<file path="src/rtl/uart485_pkg.sv">
package uart485_pkg;
  localparam int DATA_W = 8;

  localparam logic [2:0] PAR_NONE  = 3'd0;
  localparam logic [2:0] PAR_ODD   = 3'd1;
  localparam logic [2:0] PAR_EVEN  = 3'd2;
  localparam logic [2:0] PAR_MARK  = 3'd3;
  localparam logic [2:0] PAR_SPACE = 3'd4;

  // true when the code selects a parity bit in the frame
  function automatic logic par_enabled(input logic [2:0] mode);
    return (mode == PAR_ODD) || (mode == PAR_EVEN) ||
           (mode == PAR_MARK) || (mode == PAR_SPACE);
  endfunction

  // parity bit value for a character under a mode
  function automatic logic par_value(input logic [2:0] mode,
                                     input logic [DATA_W-1:0] d,
                                     input logic wide);
    logic x;
    x = ^{d[DATA_W-1] & wide, d[DATA_W-2:0]};
    case (mode)
      PAR_ODD:  return ~x;
      PAR_EVEN: return x;
      PAR_MARK: return 1'b1;
      default:  return 1'b0;
    endcase
  endfunction
endpackage

</file>
<file path="src/rtl/uart485_tick.sv">
module uart485_tick #(
  parameter int DIV_W = 16
) (
  input  logic             clk,
  input  logic             rst_n,
  input  logic [DIV_W-1:0] div,
  output logic             tick
);
  logic [DIV_W-1:0] cnt;

  always_ff @(posedge clk or negedge rst_n) begin
    if (!rst_n) begin
      cnt  <= '0;
      tick <= 1'b0;
    end else if (cnt >= div) begin
      cnt  <= '0;
      tick <= 1'b1;
    end else begin
      cnt  <= cnt + 1'b1;
      tick <= 1'b0;
    end
  end
endmodule

</file>
<file path="src/rtl/uart485_tx.sv">
module uart485_tx
  import uart485_pkg::*;
#(
  parameter int OSR = 16
) (
  input  logic              clk,
  input  logic              rst_n,
  input  logic              tick,
  input  logic              cfg_data8,
  input  logic              cfg_stop2,
  input  logic [2:0]        cfg_parity,
  input  logic [DATA_W-1:0] in_data,
  input  logic              in_valid,
  output logic              in_ready,
  input  logic              cts_n,
  output logic              txd,
  output logic              tx_en
);
  localparam int OSR_W = $clog2(OSR);
  localparam logic [OSR_W-1:0] SUB_LAST = OSR_W'(OSR - 1);
  localparam int BIT_W = $clog2(DATA_W);

  typedef enum logic [2:0] {T_IDLE, T_LEAD, T_START, T_DATA, T_PAR, T_STOP} tx_st_e;

  tx_st_e            st;
  logic [OSR_W-1:0]  sub;
  logic [BIT_W-1:0]  bitn;
  logic              stop_ix;
  logic [DATA_W-1:0] sh;
  logic              pbit, l_d8, l_s2, l_pen;

  assign in_ready = (st == T_IDLE) && !cts_n;
  assign tx_en    = (st != T_IDLE);

  always_comb begin
    case (st)
      T_START: txd = 1'b0;
      T_DATA:  txd = sh[0];
      T_PAR:   txd = pbit;
      default: txd = 1'b1;
    endcase
  end

  always_ff @(posedge clk or negedge rst_n) begin
    if (!rst_n) begin
      st      <= T_IDLE;
      sub     <= '0;
      bitn    <= '0;
      stop_ix <= 1'b0;
      sh      <= '0;
      pbit    <= 1'b0;
      l_d8    <= 1'b1;
      l_s2    <= 1'b0;
      l_pen   <= 1'b0;
    end else if (st == T_IDLE) begin
      if (in_valid && in_ready) begin
        sh    <= in_data;
        l_d8  <= cfg_data8;
        l_s2  <= cfg_stop2;
        l_pen <= par_enabled(cfg_parity);
        pbit  <= par_value(cfg_parity, in_data, cfg_data8);
        sub   <= '0;
        st    <= T_LEAD;
      end
    end else if (tick) begin
      if (sub != SUB_LAST) begin
        sub <= sub + 1'b1;
      end else begin
        sub <= '0;
        case (st)
          T_LEAD:  st <= T_START;
          T_START: begin
            st   <= T_DATA;
            bitn <= '0;
          end
          T_DATA: begin
            sh <= sh >> 1;
            if (bitn == (l_d8 ? BIT_W'(DATA_W - 1) : BIT_W'(DATA_W - 2))) begin
              st      <= l_pen ? T_PAR : T_STOP;
              stop_ix <= 1'b0;
            end else begin
              bitn <= bitn + 1'b1;
            end
          end
          T_PAR: begin
            st      <= T_STOP;
            stop_ix <= 1'b0;
          end
          T_STOP: begin
            if (stop_ix == l_s2) st <= T_IDLE;
            else stop_ix <= 1'b1;
          end
          default: st <= T_IDLE;
        endcase
      end
    end
  end

  AST_CTS_HOLDS_OFF: assert property (@(posedge clk) disable iff (!rst_n)
    (cts_n && !tx_en) |=> !tx_en);
  AST_ACCEPT_ENABLES: assert property (@(posedge clk) disable iff (!rst_n)
    (in_valid && in_ready) |=> tx_en);
  AST_LEAD_IDLES_HIGH: assert property (@(posedge clk) disable iff (!rst_n)
    $rose(tx_en) |-> txd);
  AST_START_INSIDE_ENABLE: assert property (@(posedge clk) disable iff (!rst_n)
    $fell(txd) |-> (tx_en && $past(tx_en)));
  AST_ENDS_ON_STOP: assert property (@(posedge clk) disable iff (!rst_n)
    $fell(tx_en) |-> $past(txd));
endmodule

</file>
<file path="src/rtl/uart485_rx.sv">
module uart485_rx
  import uart485_pkg::*;
#(
  parameter int OSR = 16
) (
  input  logic              clk,
  input  logic              rst_n,
  input  logic              tick,
  input  logic              cfg_data8,
  input  logic              cfg_stop2,
  input  logic [2:0]        cfg_parity,
  input  logic              rxd,
  output logic [DATA_W-1:0] out_data,
  output logic              out_valid,
  input  logic              out_ready,
  output logic              out_ferr,
  output logic              out_perr,
  output logic              rts_n
);
  localparam int OSR_W = $clog2(OSR);
  localparam logic [OSR_W-1:0] SUB_LAST = OSR_W'(OSR - 1);
  localparam logic [OSR_W-1:0] SUB_MID  = OSR_W'(OSR / 2 - 1);
  localparam int BIT_W = $clog2(DATA_W);

  typedef enum logic [2:0] {R_IDLE, R_START, R_DATA, R_PAR, R_STOP, R_WAIT} rx_st_e;

  rx_st_e            st;
  logic [1:0]        sync;
  logic              rxs;
  logic [OSR_W-1:0]  sub;
  logic [BIT_W-1:0]  bitn;
  logic              stop_ix, fe_acc, pe_acc;
  logic [DATA_W-1:0] sh, word;

  assign rxs   = sync[1];
  assign word  = cfg_data8 ? sh : {1'b0, sh[DATA_W-1:1]};
  assign rts_n = out_valid;

  always_ff @(posedge clk or negedge rst_n) begin
    if (!rst_n) sync <= 2'b11;
    else        sync <= {sync[0], rxd};
  end

  always_ff @(posedge clk or negedge rst_n) begin
    if (!rst_n) begin
      st        <= R_IDLE;
      sub       <= '0;
      bitn      <= '0;
      stop_ix   <= 1'b0;
      fe_acc    <= 1'b0;
      pe_acc    <= 1'b0;
      sh        <= '0;
      out_valid <= 1'b0;
      out_data  <= '0;
      out_ferr  <= 1'b0;
      out_perr  <= 1'b0;
    end else begin
      if (out_valid && out_ready) out_valid <= 1'b0;
      if (st == R_WAIT) begin
        if (rxs) st <= R_IDLE;
      end else if (tick) begin
        case (st)
          R_IDLE: begin
            if (!rxs) begin
              st  <= R_START;
              sub <= '0;
            end
          end
          R_START: begin
            if (sub != SUB_MID) begin
              sub <= sub + 1'b1;
            end else if (!rxs) begin
              st     <= R_DATA;
              sub    <= '0;
              bitn   <= '0;
              fe_acc <= 1'b0;
              pe_acc <= 1'b0;
            end else begin
              st <= R_IDLE;
            end
          end
          default: begin
            if (sub != SUB_LAST) begin
              sub <= sub + 1'b1;
            end else begin
              sub <= '0;
              if (st == R_DATA) begin
                sh <= {rxs, sh[DATA_W-1:1]};
                if (bitn == (cfg_data8 ? BIT_W'(DATA_W - 1) : BIT_W'(DATA_W - 2))) begin
                  st      <= par_enabled(cfg_parity) ? R_PAR : R_STOP;
                  stop_ix <= 1'b0;
                end else begin
                  bitn <= bitn + 1'b1;
                end
              end else if (st == R_PAR) begin
                pe_acc  <= (rxs != par_value(cfg_parity, word, cfg_data8));
                st      <= R_STOP;
                stop_ix <= 1'b0;
              end else if (stop_ix == cfg_stop2) begin
                if (!out_valid) begin
                  out_valid <= 1'b1;
                  out_data  <= word;
                  out_ferr  <= fe_acc | ~rxs;
                  out_perr  <= pe_acc;
                end
                st <= rxs ? R_IDLE : R_WAIT;
              end else begin
                fe_acc  <= fe_acc | ~rxs;
                stop_ix <= 1'b1;
              end
            end
          end
        endcase
      end
    end
  end

  AST_HOLD_STABLE: assert property (@(posedge clk) disable iff (!rst_n)
    (out_valid && !out_ready) |=> (out_valid && $stable(out_data) && $stable(out_ferr)));
  AST_SEVEN_BIT_MSB: assert property (@(posedge clk) disable iff (!rst_n)
    ($rose(out_valid) && !cfg_data8) |-> !out_data[DATA_W-1]);
  AST_READ_FREES_RTS: assert property (@(posedge clk) disable iff (!rst_n)
    (out_valid && out_ready) |=> !rts_n);
  AST_NO_PERR_WITHOUT_PARITY: assert property (@(posedge clk) disable iff (!rst_n)
    ($rose(out_valid) && !par_enabled(cfg_parity)) |-> !out_perr);
endmodule

</file>
<file path="src/rtl/uart485_core.sv">
module uart485_core
  import uart485_pkg::*;
#(
  parameter int DIV_W = 16,
  parameter int OSR   = 16
) (
  input  logic              clk,
  input  logic              rst_n,
  input  logic [DIV_W-1:0]  cfg_div,
  input  logic              cfg_data8,
  input  logic              cfg_stop2,
  input  logic [2:0]        cfg_parity,
  input  logic [DATA_W-1:0] tx_data,
  input  logic              tx_valid,
  output logic              tx_ready,
  output logic [DATA_W-1:0] rx_data,
  output logic              rx_valid,
  input  logic              rx_ready,
  output logic              rx_frame_err,
  output logic              rx_parity_err,
  output logic              txd,
  input  logic              rxd,
  input  logic              cts_n,
  output logic              rts_n,
  output logic              tx_en
);
  logic tick;

  uart485_tick #(.DIV_W(DIV_W)) u_tick (
    .clk(clk), .rst_n(rst_n), .div(cfg_div), .tick(tick)
  );

  uart485_tx #(.OSR(OSR)) u_tx (
    .clk(clk), .rst_n(rst_n), .tick(tick),
    .cfg_data8(cfg_data8), .cfg_stop2(cfg_stop2), .cfg_parity(cfg_parity),
    .in_data(tx_data), .in_valid(tx_valid), .in_ready(tx_ready),
    .cts_n(cts_n), .txd(txd), .tx_en(tx_en)
  );

  uart485_rx #(.OSR(OSR)) u_rx (
    .clk(clk), .rst_n(rst_n), .tick(tick),
    .cfg_data8(cfg_data8), .cfg_stop2(cfg_stop2), .cfg_parity(cfg_parity),
    .rxd(rxd), .out_data(rx_data), .out_valid(rx_valid), .out_ready(rx_ready),
    .out_ferr(rx_frame_err), .out_perr(rx_parity_err), .rts_n(rts_n)
  );
endmodule

</file>
<file path="config.mk">
export PLATFORM = sky130hd
export DESIGN_NAME = uart485_core
export DESIGN_NICKNAME = d
export VERILOG_FILES = /design/src/rtl/uart485_pkg.sv /design/src/rtl/uart485_tick.sv /design/src/rtl/uart485_tx.sv /design/src/rtl/uart485_rx.sv /design/src/rtl/uart485_core.sv
export SDC_FILE = /design/constraint.sdc
export NUM_CORES = 1
export LEC_CHECK = 0
export BUFFER_PORTS_ARGS = -buffer_cell sky130_fd_sc_hd__buf_2
export CORE_ASPECT_RATIO = 1.4
export CORE_MARGIN = 2
export CORE_UTILIZATION = 45
export CTS_CLUSTER_SIZE = 28
export DETAILED_ROUTE_END_ITERATION = 16
export SYNTH_ARGS = -nofsm -noshare
export SYNTH_HDL_FRONTEND = slang
export SYNTH_HIERARCHICAL = 1
export SYNTH_SLANG_ARGS = --single-unit
</file>
<file path="constraint.sdc">
create_clock -name clk -period 2.3 [get_ports clk]
set_clock_uncertainty 0.05 [all_clocks]
set_input_delay 0.575 -clock clk [delete_from_list [all_inputs] [get_ports clk]]
set_output_delay 0.575 -clock clk [all_outputs]
set_load 0.005 [all_outputs]
</file>
==> results of run 1 <==
layer usage:
metal | global-route usage (%) | vias to the layer above | wire [um]
met4 | 8.08 | 0 | 178
li1 | - | 1730 | -
met1 | 22.6 | 1664 | 3980
met3 | 3.40 | 13 | 292
met5 | 0 | - | 0
met2 | 32.7 | 63 | 4900
synthesized netlist by cell type, types with 3 or more instances:
cell	count	area [um2]
a21o_1	4	30.0
a21oi_1	21	105
a31oi_1	4	25.0
a32o_1	4	40.0
and2_1	4	25.0
and3_1	3	18.8
buf_2	9	45.0
clkbuf_1	5	18.8
dfrtp_1	71	1780
dfstp_2	3	78.8
ha_1	21	263
inv_1	32	120
mux2_2	10	113
mux2i_1	19	190
nand2_1	42	158
nand2b_1	4	25.0
nand3_1	12	60.1
nand3b_1	3	22.5
nand4_1	10	62.6
nor2_1	24	90.1
nor2b_1	3	18.8
nor3_1	10	50.1
nor3_2	10	100
nor4_1	3	18.8
o21ai_0	29	145
o221ai_1	3	26.3
o31ai_1	3	22.5
xnor2_1	21	184
xor2_1	10	87.6
worst min path at each step:
stage                 start            to  slack [ns]  depth (start not counted)
3_5_place_dp   u_rx/sync[0]  u_rx/sync[1]        0.30                          0
4_1_cts               rst_n  u_tx/bitn[0]        0.17                          1
3_3_place_gp   u_rx/sync[0]  u_rx/sync[1]        0.30                          0
6_report              rst_n  u_tx/bitn[0]        0.15                          1
5_1_grt               rst_n  u_tx/bitn[0]        0.19                          1
2_1_floorplan         rst_n  u_rx/bitn[0]        0.23                          0
through the flow:
stage | util [%] | hold slack [ns] | setup slack, ns | cell area [um2] | setup TNS, ns
finish | 55.9 | 0.152 | 0.186 | 5320 | 0
global route | 55.9 | 0.193 | 0.00499 | 5320 | 0
CTS | 55.9 | 0.166 | 0.157 | 5320 | 0
detailed placement | 52.5 | 0.299 | -0.0262 | 4990 | -0.0309
global placement | 52.5 | 0.297 | 0.0136 | 4990 | 0
floorplan | - | 0.229 | 0.0848 | 4400 | 0
power groups by stage:
stage               clock (mW)  combinational [mW]  sequential (mW)
floorplan                    0               0.269             1.47
global placement             0               0.408             1.49
detailed placement           0               0.430             1.49
CTS                       1.53               0.430             1.46
global route              1.59               0.485             1.48
finish                    1.50               0.420             1.46
area by class of cell:
| class | count | area share (%) |
|---|---|---|
| Multi-Input combinational cell | 319 | 43.9 |
| Sequential cell | 74 | 34.9 |
| Timing Repair Buffer | 78 | 9.69 |
| Clock buffer | 13 | 5.27 |
| Tap cell | 132 | 3.11 |
| Inverter | 33 | 2.33 |
| Clock inverter | 3 | 0.824 |
sequential cells by signal, indices dropped and copies added, names as in the netlist, named ones only:
name	flops
u_rx/bitn	3
u_rx/fe_acc	1
u_rx/out_data	8
u_rx/out_ferr	1
u_rx/out_perr	1
u_rx/out_valid	1
u_rx/pe_acc	1
u_rx/sh	8
u_rx/st	3
u_rx/stop_ix	1
u_rx/sub	4
u_rx/sync	2
u_tick/cnt	16
u_tick/tick	1
u_tx/bitn	3
u_tx/l_d8	1
u_tx/l_pen	1
u_tx/l_s2	1
u_tx/pbit	1
u_tx/sh	8
u_tx/st	2
u_tx/stop_ix	1
u_tx/sub	4
cells by family (layout without fill, tap and decap cells):
| logic type | count (synthesis) | after routing | share of synthesized area (%) |
|---|---|---|---|
| flops | 74 | 74 | 42.2 |
| xor+xnor | 33 | 33 | 7.19 |
| buf+inv | 50 | 127 | 4.95 |
| compound gates | 92 | 92 | 14.3 |
| mux | 29 | 29 | 6.88 |
| simple gates | 144 | 144 | 18.5 |
| fa+ha+maj | 21 | 21 | 5.97 |
==> flow_metrics.env, run 1 <==
export IMPL_pwr_share_seq_pct=43.3
export IMPL_fp_dieW_um=87.6
export IMPL_grt_overflow=0
export IMPL_p_switching_uw=843
export IMPL_gp_congestion=0.821
export IMPL_synth_edff_count=0
export IMPL_ys_ff_latch=74
export IMPL_synth_avg_cell_area_um2=9.93
export IMPL_total_power_mw=3.38
export IMPL_nets=571
export IMPL_critical_path_depth=8
export IMPL_period_share_pct=91.9
export IMPL_comb_power_share_pct=12.4
export IMPL_via_count=3470
export IMPL_cts_setup_buffers=0
export IMPL_arrival_ns=2.31
export IMPL_htreeDepth=3
export IMPL_antenna_found_initial=0
export IMPL_dieHeight_um=121
export IMPL_p_leak_nw=2.51
export IMPL_clk_path_buf_depth=2
export IMPL_cpMostUsedCell="buf_4"
export IMPL_grt_max_degree=36
export IMPL_area_growth_pct=20.8
export IMPL_required_ns=2.50
export IMPL_port_buffers=49
export IMPL_r2r_end="u_rx/out_data[7]"
export IMPL_cp_slowest_stage_delay_ns=0.51
export IMPL_drtAntennaViolNets=0
export IMPL_postCtsHoldBufs=0
export IMPL_r2r_slack_ns=0.19
export IMPL_r2r_start="u_rx/st[1]"
export IMPL_nFillCells=841
export IMPL_setup_worst_path_start_class="register"
export IMPL_drc_errors=0
export IMPL_vias_per_cell=5.32
export IMPL_hold_viol_final=0
export IMPL_drive_gt1_share_pct=25.8
export IMPL_multi_input_area_um2=2330
export IMPL_ioPinCount=50
export IMPL_coreArea_um2=9510
export IMPL_cts_tree="done"
export IMPL_cts_clk_slew_worst_paths_ns=0.06
export IMPL_endpoint_kind="register"
export IMPL_fin_cells=652
export IMPL_initial_utilization_pct=46.3
export IMPL_grt_first_pass_wirelength_mm=15.8
export IMPL_final_cell_mix="dfrtp_1, buf_2, nand2_1"
export IMPL_status="finished, final reports clean"
export IMPL_ctsResizeCount=0
export IMPL_worst_slew_pin_slew_ns=0.619
export IMPL_synth_ff_type="dfrtp_1"
export IMPL_maxCapViolCount=0
export IMPL_rsz0062_at_grt="no"
export IMPL_post_drt_wl_per_cell_um=14.3
export IMPL_grt_pass1_vias=3385
export IMPL_cts_made_buffers=9
export IMPL_seqCellArea_um2=1860
export IMPL_critPathTopFamily="simple AND/OR/NAND/NOR gates"
export IMPL_cp_startpoint="u_rx/st[1]"
export IMPL_crit_type="register to register"
export IMPL_antenna_cells=0
export IMPL_async_reset_ff_share_pct=100
export IMPL_cp_endpoint="u_rx/out_data[7]"
export IMPL_hold_path_class="input port to async pin"
export IMPL_core_rowCount=42
export IMPL_fin_crit_ns=2.11
export IMPL_seq_area_frac_synth_pct=42.2
export IMPL_path_max_fanout=19
export IMPL_ys_warn_count=6
export IMPL_intPower_mw=2.54
export IMPL_final_max_slew_viol_count=0
export IMPL_cts_sinks=74
export IMPL_dp_cells=636
export IMPL_first_iter_violations=138
export IMPL_path_cells="nand3b_1 > nand2_1 > or2_2 > nor4_2 > buf_4 > buf_4 > nand3_1 > o21ai_0"
export IMPL_synth_area_um2=4400
export IMPL_p_clk_share_pct=44.3
export IMPL_firstDrtPassIters=5
export IMPL_setup_viol_count_final=0
export IMPL_p_per_area_nw_per_um2=636
export IMPL_syn_instance_count=443
export IMPL_fmax_ghz=0.473
export IMPL_design_die_area_um2=10600
export IMPL_switching_share_pct=24.9
export IMPL_ir_drop_uv=381
export IMPL_routed_wl_mm=9.35
export IMPL_clk_latency_ns=0.33
export IMPL_track_usage_pct=18.9
export IMPL_final_common_cell="dfrtp_1"
export IMPL_hpwl_mm=7.12
export IMPL_cp_num_buf_inv=2
export IMPL_syn_nets=499
export IMPL_synth_distinct_cells=63
export IMPL_cp_slowest_cell="dfrtp_1"
export IMPL_r2r_cells=8
export IMPL_clock_root_buffer="clkbuf_16"
export IMPL_relSlewSlack_pct=58.2
Note: power is estimated with default switching activity, not from simulation.
==> inputs of run 2 (changes only) <==
CELL_PAD_IN_SITES_DETAIL_PLACEMENT = 1   (was not set)
CELL_PAD_IN_SITES_GLOBAL_PLACEMENT = 1   (was not set)
PLACE_DENSITY_LB_ADDON = 0.1   (was not set)
RECOVER_POWER = 100   (was not set)
==> run 2 against run 1 <==
- utilization decreased by 1.5 points
- cell area decreased by 2.8%
- via count increased by 3.3%
- critical endpoint is now u_tx/sh[7]
==> flow_metrics.env, run 2 (synthesis gave the netlist of run 1 again) <==
export IMPL_core_rowCount=42
export IMPL_cts_clk_slew_worst_paths_ns=0.06
export IMPL_largest_reg_flops=16
export IMPL_design_die_area_um2=10600
export IMPL_grt_max_degree=34
export IMPL_antenna_cells=0
export IMPL_nets=569
export IMPL_dpl_cell_area_um2=4980
export IMPL_p_leak_nw=2.38
export IMPL_fin_crit_ns=2.17
export IMPL_final_max_slew_viol_count=0
export IMPL_htreeDepth=3
export IMPL_via_count=3585
export IMPL_grt_first_pass_wirelength_mm=18.5
export IMPL_comb_power_share_pct=11.7
export IMPL_pre_cts_ws_ns=-0.0563
export IMPL_status="finished, final reports clean"
export IMPL_drtAntennaViolNets=0
export IMPL_path_max_fanout=15
export IMPL_r2r_end="u_tx/sh[7]"
export IMPL_relSlewSlack_pct=24.1
export IMPL_clock_root_buffer="clkbuf_16"
export IMPL_switching_share_pct=25.4
export IMPL_hold_path_end="u_rx/sync[0]"
export IMPL_first_iter_violations=146
export IMPL_rsz0062_at_grt="no"
export IMPL_initial_utilization_pct=46.3
export IMPL_ctsResizeCount=0
export IMPL_p_switching_uw=849
export IMPL_total_power_mw=3.34
export IMPL_p_per_area_nw_per_um2=646
export IMPL_cts_sinks=74
export IMPL_period_share_pct=94.5
export IMPL_grt_overflow=0
export IMPL_required_ns=2.47
export IMPL_p_clk_share_pct=44.1
export IMPL_worst_slew_pin_slew_ns=1.14
export IMPL_clk_path_buf_depth=2
export IMPL_worst_slack_ns=0.125
export IMPL_clk_latency_ns=0.34
export IMPL_port_buffers=49
export IMPL_postCtsHoldBufs=0
export IMPL_drive_gt1_share_pct=19.5
export IMPL_area_growth_pct=17.5
export IMPL_fmax_ghz=0.460
export IMPL_use_met1_pct=24.9
export IMPL_crit_type="register to register"
export IMPL_dp_cells=634
export IMPL_holdCritStartpoint="rxd"
export IMPL_intPower_mw=2.49
export IMPL_vias_per_cell=5.52
export IMPL_grt_use_met2_pct=41.7
export IMPL_track_usage_pct=22.3
export IMPL_routed_wl_mm=11.0
export IMPL_fin_cells=649
export IMPL_endpoint_kind="register"
export IMPL_cts_made_buffers=9
export IMPL_r2r_slack_ns=0.13
export IMPL_stdcell_area_um2=5170
export IMPL_coreArea_um2=9510
export IMPL_hold_viol_final=0
export IMPL_setup_viol_count_final=0
export IMPL_drc_errors=0
export IMPL_cts_setup_buffers=0
export IMPL_hpwl_mm=8.25
export IMPL_ir_drop_uv=388
export IMPL_post_drt_wl_per_cell_um=17.0
export IMPL_final_common_cell="dfrtp_1"
export IMPL_grtUsageMet3_pct=3.20
export IMPL_gp_congestion=0.830
export IMPL_hold_path_depth=1
export IMPL_firstDrtPassIters=4
export IMPL_dieHeight_um=121
export IMPL_grt_pass1_vias=3882
export IMPL_arrival_ns=2.35
export IMPL_top_usage_layer="met2"
export IMPL_antenna_found_initial=0
export IMPL_final_cell_mix="dfrtp_1, nand2_1, buf_2"
export IMPL_r2r_cells=6
export IMPL_max_flop_register="u_tick/cnt"
export IMPL_maxCapViolCount=0
export IMPL_setup_worst_path_start_class="register"
export IMPL_ioPinCount=50
export IMPL_cts_tree="done"
export IMPL_pwr_share_seq_pct=44.2
export IMPL_nFillCells=1100
export IMPL_hold_path_class="input port to register"
export IMPL_fp_dieW_um=87.6
[run 2: cell count changes in the layout (fill, tap and decap cells not counted), sizes merged]
cell	change
clkinv	+2
clkbuf	+14
bufinv	+1
buf	-20
clkinvlp	+1
inv	-1
[run 2: final cells by class]
type                    count  area, um2  area share (%)
repair buffers             76        449            8.69
multi-input cells         319       2270            43.9
clock inverters             6       82.6            1.60
clock buffers               9        225            4.36
inverters                  33        124            2.40
flip-flops and latches     74       1860            35.9
well taps                 132        165            3.19
[run 2: per-stage QoR]
stage               hold WS [ns]  setup TNS (ns)  util (%)
global route               0.289               0      54.4
finish                     0.294               0      54.4
floorplan                  0.229               0         -
CTS                       0.0789               0      55.6
global placement           0.295        -0.00635      52.3
detailed placement         0.304          -0.572      52.3
[run 2: power groups by stage]
stage / sequential (mW) / clock (mW) / combinational [mW]
2_1_floorplan: 1.47 / 0 / 0.269
3_3_place_gp: 1.49 / 0 / 0.386
3_5_place_dp: 1.50 / 0 / 0.409
4_1_cts: 1.48 / 1.50 / 0.412
5_1_grt: 1.49 / 1.55 / 0.446
6_report: 1.48 / 1.47 / 0.390
[run 2: worst max-delay path: stages, from the launching register on]
cell and delay [ns]:
dfrtp_1 0.40, nor3_4 0.19, clkbuf_1 0.59, nand3b_1 0.21, o2bb2ai_1 0.16, buf_2 0.23
a32o_1 0.23
[run 2: metal layers]
metal / wire length, um / part of all wire (%) / vias to the layer above
li1: - / - / 1714
met1: 4510 / 41 / 1802
met2: 6050 / 55 / 54
met3: 211 / 1.9 / 15
met4: 230 / 2.1 / 0
met5: 0 / 0 / -
[run 2: worst max-delay path by stage]
stage / start / end / slack [ns] / depth (start not counted)
2_1_floorplan: cfg_div[15] / u_tick/cnt[10] / 0.08 / 7
3_3_place_gp: cfg_div[11] / u_tick/cnt[5] / -0.002 / 8
3_5_place_dp: cfg_div[11] / u_tick/cnt[13] / -0.06 / 8
4_1_cts: u_tick/cnt[0] / u_tick/cnt[13] / 0.14 / 7
6_report: register / u_tx/sh[7] / 0.13 / 6
5_1_grt: u_rx/sub[0] / u_rx/st[2] / 0.01 / 8
